**config.mk**
```make
export PLATFORM = sky130hd
export DESIGN_NAME = acc_mem_alu
export DESIGN_NICKNAME = d
export VERILOG_FILES = /design/src/rtl/acc_mem_alu.sv
export SDC_FILE = /design/constraint.sdc
export NUM_CORES = 1
export LEC_CHECK = 0
export BUFFER_PORTS_ARGS = -buffer_cell sky130_fd_sc_hd__buf_2
export CAP_MARGIN = 20
export CELL_PAD_IN_SITES_DETAIL_PLACEMENT = 0
export CELL_PAD_IN_SITES_GLOBAL_PLACEMENT = 1
export CORE_MARGIN = 2
export CORE_UTILIZATION = 30
export DETAILED_ROUTE_END_ITERATION = 6
export PLACE_DENSITY_LB_ADDON = 0.1
export SYNTH_ARGS = -nofsm -noshare
export SYNTH_HDL_FRONTEND = slang
export SYNTH_SLANG_ARGS = --single-unit
```
**constraint.sdc**
```tcl
create_clock -name clk -period 3.4 [get_ports clk]
set_clock_uncertainty 0.1 [all_clocks]
set_input_delay 0.17 -clock clk [delete_from_list [all_inputs] [get_ports clk]]
set_output_delay 0.17 -clock clk [all_outputs]
set_load 0.05 [all_outputs]
```
**src/rtl/acc_mem_alu.sv**
```systemverilog
module acc_mem_alu #(
  parameter int W = 8,
  parameter bit REG_OUT = 1'b1
) (
  input  logic         clk,
  input  logic         rst_n,
  input  logic [3:0]   op,
  input  logic [W-1:0] acc,
  input  logic [W-1:0] mem,
  output logic [W-1:0] res,
  output logic         flag
);

  logic [W:0]   sum;
  logic [W-1:0] r_d;
  logic         f_d;

  always_comb begin
    sum = '0;
    r_d = '0;
    f_d = 1'b0;
    case (op)
      4'h0: r_d = acc;
      4'h1: r_d = mem;
      4'h2: r_d = acc ^ mem;
      4'h3: r_d = '0;
      4'h4: r_d = ~acc;
      4'h5: r_d = ~mem;
      4'h6: r_d = acc & mem;
      4'h7: r_d = acc | mem;
      4'h8: r_d = {acc[W-2:0], acc[W-1]};
      4'h9: r_d = {acc[0], acc[W-1:1]};
      4'hA: r_d = {mem[W-2:0], mem[W-1]};
      4'hB: r_d = {mem[0], mem[W-1:1]};
      4'hC: sum = {1'b0, acc} + {1'b0, mem};
      4'hD: sum = {1'b0, acc} + 1'b1;
      4'hE: sum = {1'b0, mem} + 1'b1;
      default: r_d = '0;
    endcase
    if (op[3:2] == 2'b11 && op != 4'hF) begin
      r_d = sum[W-1:0];
      f_d = sum[W];
    end else if (op[3:2] == 2'b10) begin
      f_d = r_d[W-1];
    end else if (!op[3]) begin
      f_d = (r_d == '0);
    end
  end

  generate
    if (REG_OUT) begin : g_reg
      always_ff @(posedge clk) begin
        if (!rst_n) begin
          res  <= '0;
          flag <= 1'b0;
        end else begin
          res  <= r_d;
          flag <= f_d;
        end
      end
    end else begin : g_comb
      assign res  = r_d;
      assign flag = f_d;
    end
  endgenerate

endmodule


```
==> impl_metrics.toml, run 1 <==
[status]
status = "finished clean"

[placement]
hpwl_um = 6060
gp_congestion = 0.877
place_area_mm2 = 0.00224
port_buffers = 30
post-place-ws_ns = 0.718

[grt]
grt_use_total = 0.206
antenna_found_initial = 0
grt_max_degree = 33
grt-ovfl-total = 0
grt_pass1_wl_um = 12200
grt_pass1_vias = 2196

[power_and_ir_drop]
p_switching_uw = 268
irDropWorstVdd_uv = 95.3
power.share.clock = 0.221
power_density_mw_per_mm2 = 253
power_frac_seq = 0.204
switching_share = 0.464
internal-power_uw = 310
p_leak_nw = 0.965
power_frac_comb = 0.574

[worst_setup_path]
slowest_delay_ns = 0.42
worstPathRequired_ns = 3.42
cp_cell_sequence = "buf_2 > nand4b_2 > o21ai_0 > ha_1 > nand3_1 > nor3_1 > xnor2_1 > nand2_1 > o21ai_0 > a221oi_1 > nor2_1"
crit_family = "simple AND/OR/NAND/NOR gates"
cp_common_cell = "o21ai_0"
critical_path_buf_inv_count = 1
path_class = "input pin to flip-flop"
cp-start-kind = "input pin"
path_depth = 11
setup.worst_path.end = "res[6]"
slowest_stage = "buf_2"
path_max_fanout = 26
end_kind = "flip-flop"
crit_arrival_ns = 2.50
cp-startpoint = "op[3]"

[timing]
hold_viol = 0
fin_tns_setup_ns = 0
fin_crit_ns = 2.48
slew_viol_final = 0
worstMarginPinSlew_ns = 0.902
fin_crit_sh = 0.729
fmax_ghz = 0.403
rsz0062_at_grt = "false"
setup_viol = 0
slew_headroom = 0.394
fin_ws_ns = 0.920

[die]
start_util = 0.310
io_pins = 31
std_cell_rows = 30
die-area_mm2 = 0.00770
die_w_um = 87.8
die_h_um = 87.8
core_mm2 = 0.00679

[routing]
ant_nets = 0
firstDrtPassIters = 4
vias_per_cell = 5.60
drc = 0
drt-wirelength-per-cell_um = 19.2
first_iter_violations = 153
drt_wl_total_um = 7780
vias = 2272

[clock_tree]
cts_root_buf = "clkbuf_8"
clk_path_buf_depth = 2
ctsResizeCount = 0
cts_hold_buf = 0
postCtsSetupBuffers = 0
clkTransAtPathRegs_ns = 0.05
clock-sinks = 9
cts_max_level = 1
tritoncts = "yes"
cts_buffers = 3

[finish]
layout_commonest_cell = "buf_2"
layout.nets = 351
post-route-util = 0.336
final_cell_mix = "buf_2 (30), nand2_1 (27), a21oi_1 (27)"
drive_above_1_share = 0.152
final_cell_area_mm2 = 0.00228
syn_to_final_growth_pct = 8.50
num_antenna_cells = 0

[hold_path]
hp-start = "rst_n"
hp-class = "input pin to flip-flop"

[logic_synthesis]
synth_seq_area_share = 0.0856
synth_seq_cells = 9
ys_types = 63
synth-edff-count = 0
async_reset_ff_frac = 0
synthCells = 291
synth_nets = 331
synth_ff_type = "dfxtp_1"
syn_avg_cell_area_um2 = 7.23
netlist_area_mm2 = 0.00210
yosysWarnings = 0

[run]
max-cap-violations = 0
cell usage after synthesis (3+ instances only):
master	number	area share
mux2i_1	11	0.052
nand2_1	27	0.048
a21oi_1	27	0.064
ha_1	17	0.10
buf_6	3	0.016
nor2_1	23	0.041
xnor2_1	16	0.067
o21bai_1	3	0.011
a221oi_1	5	0.021
nand2b_1	4	0.012
o21a_1	4	0.014
o21ai_0	15	0.036
dfxtp_1	9	0.086
buf_2	3	0.0071
o22ai_1	7	0.021
nand3_1	11	0.026
a211oi_1	5	0.018
a32oi_1	4	0.017
inv_1	20	0.036
nor3_1	9	0.021
clkbuf_8	6	0.039
nand3b_1	3	0.011
nand4_1	5	0.015
clkbuf_1	4	0.0071
xor2_1	5	0.021
kinds of logic after synthesis:
family,after synthesis,synth area share
simple gates,97,0.240
compound gates,94,0.302
buf+inv,40,0.117
xor+xnor,21,0.0874
fa+ha+maj,18,0.111
mux,12,0.0577
flops,9,0.0856
sequential cells by signal (all words and copies together) (netlist names):
name and flops:
flag 1, res 8
final cells by class:
cell class                      instances  area (um^2)
Fill cell                             787         4510
Clock buffer                            4         45.0
Tap cell                               96          120
Timing Repair Buffer                   34          180
Inverter                               21         78.8
Multi-Input combinational cell        242         1680
Sequential cell                         9          180
how the worst min path moves through the flow:
stage	slack (ns)	cells after the start	endpoint
2_1_floorplan	0.21	2	flag
5_1_grt	0.17	3	res[7]
6_report	0.13	3	flag
4_1_cts	0.12	3	flag
3_3_place_gp	0.38	3	flag
3_5_place_dp	0.37	3	flag
power by group through the flow:
stage                     combinational, mW  clock [mW]  sequential (mW)
after floorplan                       0.201           0            0.157
after global placement                0.335           0            0.120
after detailed placement              0.327           0            0.120
after CTS                             0.329       0.130            0.118
after global routing                  0.361       0.136            0.119
final                                 0.332       0.128            0.118
metrics by stage:
step	power, mW	instances	hold WS [ns]
final	0.578	406	0.126
after detailed placement	0.448	402	0.366
after CTS	0.577	406	0.121
after global routing	0.615	406	0.169
after floorplan	0.358	291	0.206
after global placement	0.455	402	0.377
layer usage:
layer  up-vias  share of wire  track usage
met5         -              0            0
met4         0          0.021       0.0503
met3        13          0.039       0.0283
met2        59           0.47        0.342
met1      1093           0.47        0.280
li1       1107              -            -
Power figures use the tool's default switching activity.
==> run 2, diff against run 1 <==
==> constraint.sdc (replaced) <==
create_clock -name clk -period 2.3 [get_ports clk]
set_clock_uncertainty 0.1 [all_clocks]
set_input_delay 0.115 -clock clk [delete_from_list [all_inputs] [get_ports clk]]
set_output_delay 0.115 -clock clk [all_outputs]
set_load 0.05 [all_outputs]
==> impl_metrics.toml, run 2 (synthesized netlist as in run 1, its figures left out) <==
[status]
status = "finished clean"

[worst_setup_path]
slowest_stage = "fa_1"
cp_cell_sequence = "buf_2 > ha_1 > fa_1 > a211oi_1 > o21ai_0 > a21o_1 > a21oi_1 > a21oi_1 > o21ai_0 > nor2_1"
worstPathRequired_ns = 2.31
crit_arrival_ns = 2.12
critical_path_buf_inv_count = 1
crit_family = "compound AO/OA/AOI/OAI gates"
cp-start-kind = "input pin"
path_max_fanout = 2
end_kind = "flip-flop"
slowest_delay_ns = 0.41
path_class = "input pin to flip-flop"

[finish]
top_regs = "res (8), flag (1)"
multi_input_area_mm2 = 0.00168
num_antenna_cells = 0
final_cell_count_no_fill = 446
largest_reg_flops = 8
top_register = "res"
layout_commonest_cell = "buf_4"
post-route-util = 0.383
seq_area_um2 = 180
final_cell_mix = "buf_4 (43), buf_2 (30), nand2_1 (27), a21oi_1 (27), nor2_1 (23)"
fillCellCount = 751
drive_above_1_share = 0.251
syn_to_final_growth_pct = 23.6
layout.nets = 391

[power_and_ir_drop]
power_density_mw_per_mm2 = 346
power.share.clock = 0.197
power_frac_comb = 0.609
switching_share = 0.438
p_leak_nw = 1.16
irDropWorstVdd_uv = 176
power_frac_seq = 0.194
internal-power_uw = 506
p_switching_uw = 394

[routing]
first_iter_violations = 163
drt-wirelength-per-cell_um = 17.9
drc = 0
vias = 2372
vias_per_cell = 5.32
firstDrtPassIters = 4
drt_wl_total_um = 7980
ant_nets = 0

[grt]
grt_max_degree = 33
grt_use_total = 0.219
grt_pass1_vias = 2402
grt_pass1_wl_um = 13000
grt-ovfl-total = 0
antenna_found_initial = 0

[die]
start_util = 0.310
io_pins = 31
std_cell_rows = 30
die_w_um = 87.8
die_h_um = 87.8
core_mm2 = 0.00679
die-area_mm2 = 0.00770

[clock_tree]
tritoncts = "yes"
cts_hold_buf = 0
ctsResizeCount = 0
clkTransAtPathRegs_ns = 0.04
clk_path_buf_depth = 2
postCtsSetupBuffers = 0
clock-sinks = 9
cts_buffers = 3
cts_max_level = 1
cts_root_buf = "clkbuf_8"

[timing]
rsz0062_at_grt = "false"
slew_viol_final = 0
fin_crit_ns = 2.11
fmax_ghz = 0.474
fin_crit_sh = 0.917
fin_tns_setup_ns = 0
hold_viol = 0
setup_viol = 0
slew_headroom = 0.686
worstMarginPinSlew_ns = 0.468

[run]
max-cap-violations = 0

[placement]
place_inst = 442
gp_congestion = 0.866
port_buffers = 30
hpwl_um = 6400

[hold_path]
hp-class = "input pin to flip-flop"
## run 2: metal layers
layer  vias up  part of all wire  global-route usage
met5         -                 0                   0
met4         0             0.018              0.0392
met3        11             0.040              0.0302
met2        50              0.46               0.357
met1      1123              0.48               0.310
li1       1188                 -                   -
## run 2: power groups by stage
stage	sequential [mW]	combinational [mW]	clock, mW
floorplan	0.232	0.298	0
detailed placement	0.177	0.541	0
global placement	0.177	0.550	0
CTS	0.175	0.544	0.188
finish	0.174	0.548	0.178
global route	0.176	0.602	0.195
## run 2: area by class of cell
class	count	area share
Timing Repair Buffer	74	0.190
Sequential cell	9	0.0693
Clock buffer	4	0.0173
Tap cell	96	0.0462
Multi-Input combinational cell	242	0.647
Inverter	21	0.0303
## run 2: metrics by stage
| stage | total power [mW] | setup slack [ns] | area (um^2) | hold WS (ns) |
|---|---|---|---|---|
| after floorplan | 0.530 | 0.0844 | 2110 | 0.151 |
| after global placement | 0.727 | 0.00371 | 2550 | 0.314 |
| after detailed placement | 0.719 | -0.0313 | 2550 | 0.321 |
| after CTS | 0.906 | 0.211 | 2600 | 0.0727 |
| after global routing | 0.972 | 0.0270 | 2600 | 0.0765 |
| final | 0.900 | 0.192 | 2600 | 0.0813 |
## run 2: worst paths after layout
kind	start	end	slack (ns)	cells after the start
hold / removal	rst_n	flag	0.08	3
setup / recovery	acc[0]	flag	0.19	10
